<file path="config.mk">
export PLATFORM = sky130hd
export DESIGN_NAME = phase_shift_pwm
export DESIGN_NICKNAME = d
export VERILOG_FILES = /design/src/rtl/pspwm_pkg.sv /design/src/rtl/pspwm_carrier.sv /design/src/rtl/pspwm_ref_hold.sv /design/src/rtl/pspwm_gate_bank.sv /design/src/rtl/phase_shift_pwm.sv
export SDC_FILE = /design/constraint.sdc
export NUM_CORES = 1
export LEC_CHECK = 0
export BUFFER_PORTS_ARGS = -buffer_cell sky130_fd_sc_hd__buf_4
export CORE_MARGIN = 1.5
export CORE_UTILIZATION = 50
export CTS_CLUSTER_DIAMETER = 100
export DETAILED_ROUTE_END_ITERATION = 10
export GPL_TIMING_DRIVEN = 0
export HOLD_SLACK_MARGIN = 0.03
export PLACE_DENSITY_LB_ADDON = 0.2
export SLEW_MARGIN = 15
export SYNTH_ARGS = -nofsm -noshare
export SYNTH_HDL_FRONTEND = slang
export SYNTH_SLANG_ARGS = --single-unit
</file>
<file path="constraint.sdc">
create_clock -name clk -period 8.59 [get_ports clk]
set_clock_uncertainty 0.1 [all_clocks]
set_input_delay 2.1475 -clock clk [delete_from_list [all_inputs] [get_ports clk]]
set_output_delay 2.1475 -clock clk [all_outputs]
set_load 0.01 [all_outputs]
</file>
<file path="src/rtl/pspwm_pkg.sv">
package pspwm_pkg;

  // Carrier position at which a cell starts, out of a 2*per cycle.
  function automatic longint unsigned lead_steps(longint unsigned per,
                                                 longint unsigned idx,
                                                 longint unsigned cells);
    return (2 * per * idx) / cells;
  endfunction

endpackage

</file>
<file path="src/rtl/pspwm_carrier.sv">
module pspwm_carrier
  import pspwm_pkg::*;
#(
  parameter int CNT_W     = 16,
  parameter int NUM_CELLS = 3,
  parameter int CELL_IDX  = 0
) (
  input  logic             clk,
  input  logic             rst,
  input  logic             en,
  input  logic [CNT_W-1:0] per_i,     // live period, used for the preload
  input  logic [CNT_W-1:0] per_q_i,   // active period
  output logic [CNT_W-1:0] cnt_o,
  output logic             at_peak_o
);
  localparam int PW = CNT_W + 1;

  logic [PW-1:0] span, preload, pos_q, pos_inc, top;

  assign span    = {per_q_i, 1'b0};
  assign top     = {1'b0, per_q_i};
  assign preload = PW'(lead_steps(longint'(per_i), longint'(CELL_IDX),
                                  longint'(NUM_CELLS)));
  assign pos_inc = pos_q + 1'b1;

  // Phase position around the 2P cycle; rising half then falling half.
  always_ff @(posedge clk) begin
    if (rst || !en)          pos_q <= preload;
    else if (pos_inc >= span) pos_q <= '0;
    else                     pos_q <= pos_inc;
  end

  assign cnt_o     = (pos_q <= top) ? pos_q[CNT_W-1:0] : CNT_W'(span - pos_q);
  assign at_peak_o = (pos_q == top);


  tri_step_chk: assert property (@(posedge clk) disable iff (rst)
    (en && per_q_i != '0) |=>
      (cnt_o == $past(cnt_o) + 1'b1 || cnt_o == $past(cnt_o) - 1'b1));


  pos_range_chk: assert property (@(posedge clk) disable iff (rst)
    (span != '0) |-> (pos_q < span));

endmodule

</file>
<file path="src/rtl/pspwm_ref_hold.sv">
module pspwm_ref_hold #(
  parameter int CNT_W = 16
) (
  input  logic             clk,
  input  logic             rst,
  input  logic             en,
  input  logic             load_i,
  input  logic [CNT_W-1:0] duty_i,
  output logic [CNT_W-1:0] ref_o
);
  always_ff @(posedge clk) begin
    if (rst || !en)  ref_o <= duty_i;
    else if (load_i) ref_o <= duty_i;
  end


  ref_hold_chk: assert property (@(posedge clk) disable iff (rst)
    (en && !load_i) |=> (ref_o == $past(ref_o)));

endmodule

</file>
<file path="src/rtl/pspwm_gate_bank.sv">
module pspwm_gate_bank #(
  parameter int CNT_W     = 16,
  parameter int NUM_CELLS = 3
) (
  input  logic                       clk,
  input  logic                       rst,
  input  logic                       en,
  input  logic [CNT_W-1:0]           ref_i,
  input  logic [CNT_W-1:0]           per_i,
  input  logic [NUM_CELLS*CNT_W-1:0] cnt_flat_i,
  output logic [NUM_CELLS-1:0]       gate_o
);
  logic sat;
  assign sat = (ref_i >= per_i);

  for (genvar k = 0; k < NUM_CELLS; k++) begin : g_cell
    logic [CNT_W-1:0] c;
    logic             hit;
    assign c   = cnt_flat_i[k*CNT_W +: CNT_W];
    assign hit = sat || (ref_i > c);
    always_ff @(posedge clk) begin
      if (rst || !en) gate_o[k] <= 1'b0;
      else            gate_o[k] <= hit;
    end
  end


  idle_low_chk: assert property (@(posedge clk) disable iff (rst)
    !en |=> (gate_o == '0));


  zero_duty_chk: assert property (@(posedge clk) disable iff (rst)
    (en && ref_i == '0 && per_i != '0) |=> (gate_o == '0));


  full_duty_chk: assert property (@(posedge clk) disable iff (rst)
    (en && ref_i >= per_i) |=> (&gate_o));

endmodule

</file>
<file path="src/rtl/phase_shift_pwm.sv">
module phase_shift_pwm #(
  parameter int CNT_W     = 16,
  parameter int NUM_CELLS = 3
) (
  input  logic                 clk,
  input  logic                 rst,
  input  logic                 en,
  input  logic [CNT_W-1:0]     period_i,
  input  logic [CNT_W-1:0]     duty_i,
  output logic [NUM_CELLS-1:0] gate_o,
  output logic                 peak_o
);
  logic [CNT_W-1:0]           per_q, ref_q;
  logic [NUM_CELLS*CNT_W-1:0] cnt_flat;
  logic [NUM_CELLS-1:0]       at_peak;

  always_ff @(posedge clk) begin
    if (rst || !en) begin
      per_q  <= period_i;
      peak_o <= 1'b0;
    end else begin
      peak_o <= at_peak[0];
    end
  end

  for (genvar k = 0; k < NUM_CELLS; k++) begin : g_car
    pspwm_carrier #(
      .CNT_W(CNT_W), .NUM_CELLS(NUM_CELLS), .CELL_IDX(k)
    ) u_car (
      .clk(clk), .rst(rst), .en(en),
      .per_i(period_i), .per_q_i(per_q),
      .cnt_o(cnt_flat[k*CNT_W +: CNT_W]),
      .at_peak_o(at_peak[k])
    );
  end

  pspwm_ref_hold #(.CNT_W(CNT_W)) u_ref (
    .clk(clk), .rst(rst), .en(en), .load_i(at_peak[0]),
    .duty_i(duty_i), .ref_o(ref_q)
  );

  pspwm_gate_bank #(.CNT_W(CNT_W), .NUM_CELLS(NUM_CELLS)) u_gates (
    .clk(clk), .rst(rst), .en(en), .ref_i(ref_q), .per_i(per_q),
    .cnt_flat_i(cnt_flat), .gate_o(gate_o)
  );


  per_hold_chk: assert property (@(posedge clk) disable iff (rst)
    en |=> (per_q == $past(per_q)));


  peak_pulse_chk: assert property (@(posedge clk) disable iff (rst)
    (peak_o && per_q != '0 && en) |=> !peak_o);

endmodule

</file>
## Yosys cells after proc, flatten, opt, wreduce, memory -nomap -nowiden

Cells that the tools add are included.

| storage, ports and cells | value |
|---|---|
| bits in registers | 87 |
| input bits | 35 |
| output and inout bits | 4 |
| word-level logic and storage cells | 44 |

| operators by class | value |
|---|---|
| add/subtract/negate cells | 6 |
| div/mod/pow operators | 2 |
| $lt $le $gt $ge | 10 |
| equality and inequality tests | 1 |
| muxes and demuxes | 9 |
| reductions and logical operators | 7 |

Operators with widths:

| operator | number |
|---|---|
| 16-bit two-way mux | 5 |
| 17-bit two-way mux | 4 |
| 17-bit by 2-bit divider with 64-bit output (second input constant) | 1 |
| 18-bit by 2-bit divider with 64-bit output (second input constant) | 1 |
| 17-bit by 1-bit adder with 17-bit output (second input constant) | 3 |
| 17-bit greater-or-equal comparator | 3 |
| 17-bit by 16-bit less-or-equal comparator with 1-bit output | 3 |
| 16-bit greater-than comparator | 3 |
| 16-bit subtractor | 3 |
| 17-bit by 16-bit equality test with 1-bit output | 1 |
| 16-bit greater-or-equal comparator | 1 |
| 1-bit logical OR | 4 |
| 2-bit nonzero test | 1 |
| 2-bit OR reduction | 1 |
| 1-bit logical NOT | 1 |

## Depth between registers and ports, before layout

| logic depth | value |
|---|---|
| word-level depth | 4 |
| depth in mapped cells | 35 |

## By module

Synthesis repeated with hierarchy kept, for this count alone.

| unflattened totals | value |
|---|---|
| cell total of the unflattened synthesis | 2407 |
| area, all modules | 17402.9 um^2 |

By module, submodules not included:

| module | instances | cells an instance | area an instance (um^2) | seq. area each (um^2) |
|---|---|---|---|---|
| pspwm_carrier (g_car[2].u_car) | 1 | 897 | 6152.2 | 340.3 |
| pspwm_carrier (g_car[1].u_car) | 1 | 917 | 6014.5 | 340.3 |
| pspwm_carrier (g_car[0].u_car) | 1 | 323 | 2570.0 | 340.3 |
| pspwm_gate_bank | 1 | 234 | 1661.6 | 60.1 |
| phase_shift_pwm | 1 | 19 | 515.5 | 500.5 |
| pspwm_ref_hold | 1 | 17 | 489.2 | 480.5 |

## Worst setup path after synthesis

Ideal clock, no wire load.

| path | value |
|---|---|
| path kind | input to register |
| start point | input period_i[14] |
| end point | register g_car[2].u_car.pos_q[0] |
| arrival time | 8946 ps |
| required time | 8368 ps |
| setup slack | -578 ps |
| stages on the path | 32 |
| cell sequence | buf_4 > buf_4 > clkbuf_1 > ha_1 > nand2b_1 > a21oi_1 > a21oi_1 > o31ai_2 > nand2_1 > mux2i_1 > a21oi_1 > o31ai_2 > nand2_1 > or4_4 > a21boi_4 > nor2_2 > a31o_4 > o211ai_2 > nand2_2 > nor3_2 > xnor2_1 > ha_1 > a221o_2 > nor2_4 > nor2_1 > xnor2_1 > a21oi_1 > ha_1 > or3b_1 > mux2_2 > a21o_1 > a311o_1 |

| on the way | value |
|---|---|
| word-level cells in the longest chain between the ends | 2 |

Ends and longest elaborated chain:

| item | RTL line | RTL |
|---|---|---|
| from (decl) | phase_shift_pwm.sv:8 | `input logic [CNT_W-1:0] period_i,` |
| 18-bit by 2-bit divider with 64-bit output | pspwm_pkg.sv:7 | `return (2 * per * idx) / cells;` |
| 17-bit two-way mux | pspwm_carrier.sv:28 | `if (rst \|\| !en) pos_q <= preload;` |
| to (signal assigned) | pspwm_carrier.sv:28 |  |
| to (signal assigned) | pspwm_carrier.sv:30 | `else pos_q <= pos_inc;` |
| to (decl) | pspwm_carrier.sv:18 | `logic [PW-1:0] span, preload, pos_q, pos_inc, top;` |

Every way passes these cells.
A chain may end at the register's enable or synchronous reset.

## Worst setup path in the final report

Ends and elaborated chain as after synthesis.

==> run metrics <==
status finished, violations left; failing checks negative setup slack; area of the multi-input gates 11800 um^2; post-detail-place hpwl 36.4 mm; Clock Tree Root clkbuf_16; slowest CP cell a2111oi_4; worst hold start g_car[1].u_car.pos_q[16]; CTS Buf Count 9; final setup violation count 2; most frequent cells in the layout ha_1, nor2_1, a21oi_1; Post-Layout Cell Count roughly 2300; Final period util 1.05; register area share after synthesis 0.146; DR pass1 iterations 6; Hold EP g_car[1].u_car.pos_q[16]; row count between 60 and 70; Worst R2R Start per_q[1]; synthesized-area fraction occupied by adder cells 0.194; Synth cell types 121; most common cell after layout, fill and taps aside ha_1; worst path bufs/invs 10; share of cells above drive strength 1 0.133; first-pass GRT wire length 73.3 mm; f_max roughly 0.11 GHz; Critical Path AT just over 9 ns; vias in the first global route between 10000 and 15000; register area 2060 um^2; Via density 6.34; Synth Area in XOR/XNOR 0.0671; Fin Hold WS 0.524 ns; min cycle time layout 9.00 ns; Ant. Diodes 0; Core ar. 27900 um^2; max_cap viols 0; FFs w/ async S/R, synth 0; via count 14700; Total Wirelength 47.0 mm; final hold violation count 0; CP Class in -> reg; GPL Wtd Cong 0.937; CP required ~8.8 ns; Primary FF master, synth dfxtp_1; Hold Path Stages 2; Skew-Pair Late Insertion Delay 0.37 ns; Die ar. roughly 30000 um^2; Worst-path clk slew 0.06 ns; CP Capture Type flip-flop; TNS Setup -0.670 ns; Initial Util 0.509; synthesized flop and latch total 87; Die Y 171 um; Post-CTS Hold Buffers 0; critical path peak fanout 5; synthesized cell area 14200 um^2; largest net degree at the start of global routing 26; CTS Sinks between 80 and 90; die width 171 um; antenna viol nets, final 0; peak supply drop 0.114 mV; CP max stage delay 0.42 ns; cell taking the most area after synthesis ha_1; most frequent CP cell buf_4; Hold Path Class reg -> reg; FF-to-FF path depth 32; final setup margin -0.407 ns; CP delay by family, top compound AO/OA/AOI/OAI gates; nets@finish between 2000 and 2500; Mean Syn Cell Area 7.78 um^2; io pins 39; number of flops mapped to enable cells by yosys 32; synth-to-layout area growth 13.8%; remaining routing DRC violations 0; largest family of logic cells by synthesized area compound AO/OA/AOI/OAI gates; IO Port Bufs 38; Max Slew Vio Count 0; Post-Synth Simple-Gate Area 0.236; post-synth top area share 0.185; compound-cell area share of the yosys netlist 0.288; Clock Path Buffers 2; mux contribution to synthesized area 0.0180; Area contributors post-synth ha_1, dfxtp_1, edfxtp_1; r2r endpoint u_gates.gate_o[2]; Gate Count Post-Synth 1822; total track usage 0.318; PD cells 176 nW/um^2; initial antenna violation count 0; post-DR wirelength/cell between 20 and 25 um; pre-CTS setup slack -1.50 ns; unrepaired setup endpoints after global routing true; CTS HTree Levels 3; Stages on worst setup path 38; filler cell count 2636; Iter 0 DRT Violations 1298; Max-slew headroom 0.341; R2R setup slack around 1.9 ns; net count after synthesis 2073; Leakage 6.91 nW; dpl cells 2238; worst slew pin tran 0.985 ns; Worst Setup Start Kind primary input; Yosys warning count 0; CTS tree built; grt total ovfl 0
power by group:
group          total, mW  switching [mW]  internal, mW  leakage [nW]
clock network      0.376           0.172         0.204         0.140
registers          0.592           0.110         0.482         0.782
logic               1.87            1.04         0.825          5.99
total               2.84            1.33          1.51          6.91
cell families (layout without fill, tap and decap cells):
logic type / count (synthesis) / after routing
DFF: 87 / 87
adders and majority gates: 216 / 216
AOI/OAI and AO/OA: 578 / 578
buffers and inverters: 179 / 289
muxes: 22 / 22
xor gates and xnor gates: 106 / 106
and+or+nand+nor: 634 / 634
per-layer routing:
layer,part of all wire,GRT usage,routed length [um],up-vias
met5,0,0,0,-
met4,0.043,0.152,2000,0
met3,0.057,0.0382,2680,136
met2,0.48,0.548,22400,536
met1,0.42,0.392,19900,6958
li1,-,-,-,7026
state kept, by name, indices dropped and copies added, names as in the netlist:
signal,count
g_car.u_car.pos_q,51
peak_o,1
per_q,16
u_gates.gate_o,3
u_ref.ref_o,16
through the flow:
stage          instance area (um^2)  utilization  power (mW)
2_1_floorplan                 14300            -        1.87
3_3_place_gp                  15000        0.540        2.25
3_5_place_dp                  15100        0.540        2.30
4_1_cts                       15900        0.570        2.77
5_1_grt                       16100        0.579        3.05
6_report                      16100        0.579        2.84
timing repair:
item	CTS	global route
buffers inserted	47	9
pin swaps	31	22
setup endpoints to repair	3	4
resized for setup	37	36
cells in the mapped netlist (all sizes together), types with 6 or more instances:
| master | n |
|---|---|
| nand3 | 67 |
| buf | 22 |
| o31a | 10 |
| edfxtp | 32 |
| nor2 | 147 |
| xor2 | 14 |
| nand4 | 49 |
| and2 | 16 |
| nand2b | 61 |
| a21boi | 6 |
| nand2 | 107 |
| mux2i | 16 |
| o211ai | 13 |
| o21a | 23 |
| o31ai | 13 |
| a32o | 6 |
| nor2b | 60 |
| a21oi | 137 |
| o221ai | 7 |
| a41oi | 6 |
| clkbuf | 65 |
| nor4 | 18 |
| ha | 210 |
| or3 | 12 |
| fa | 6 |
| o2111ai | 7 |
| o22ai | 14 |
| a211oi | 20 |
| a2111oi | 9 |
| a21o | 80 |
| inv | 89 |
| nor3 | 44 |
| a211o | 12 |
| dfxtp | 55 |
| o21ai | 124 |
| or2 | 7 |
| xnor2 | 92 |
| and3 | 12 |
| a31oi | 25 |
worst max path at each step:
| stage | startpoint | endpoint | slack (ns) |
|---|---|---|---|
| detailed placement | period_i[14] | g_car[2].u_car.pos_q[0] | -1.50 |
| CTS | period_i[14] | g_car[2].u_car.pos_q[0] | -0.31 |
| finish | period_i[14] | g_car[2].u_car.pos_q[0] | -0.41 |
| global placement | period_i[14] | g_car[2].u_car.pos_q[0] | -1.48 |
| global route | period_i[14] | g_car[2].u_car.pos_q[0] | -0.77 |
| floorplan | period_i[14] | g_car[2].u_car.pos_q[0] | -0.38 |
area by class of cell:
type / count / share of cell area
plain buffers: 87 / 0.0262
multi-input cells: 1556 / 0.732
repair buffers: 94 / 0.0458
clock inverters: 5 / 0.00194
clock buffers: 11 / 0.0151
well taps: 378 / 0.0293
inverters: 92 / 0.0214
flip-flops and latches: 87 / 0.128
worst register-to-register path, delay by kind of cell, from the launching register on:
family	cells	cell delay [ns]
buffers and inverters	2	0.90
flip-flops	1	0.49
AO/OA/AOI/OAI	19	3.02
adder cells (fa/ha/maj)	2	0.64
AND/OR/NAND/NOR	9	1.40
(Power assumes the default switching activity.)
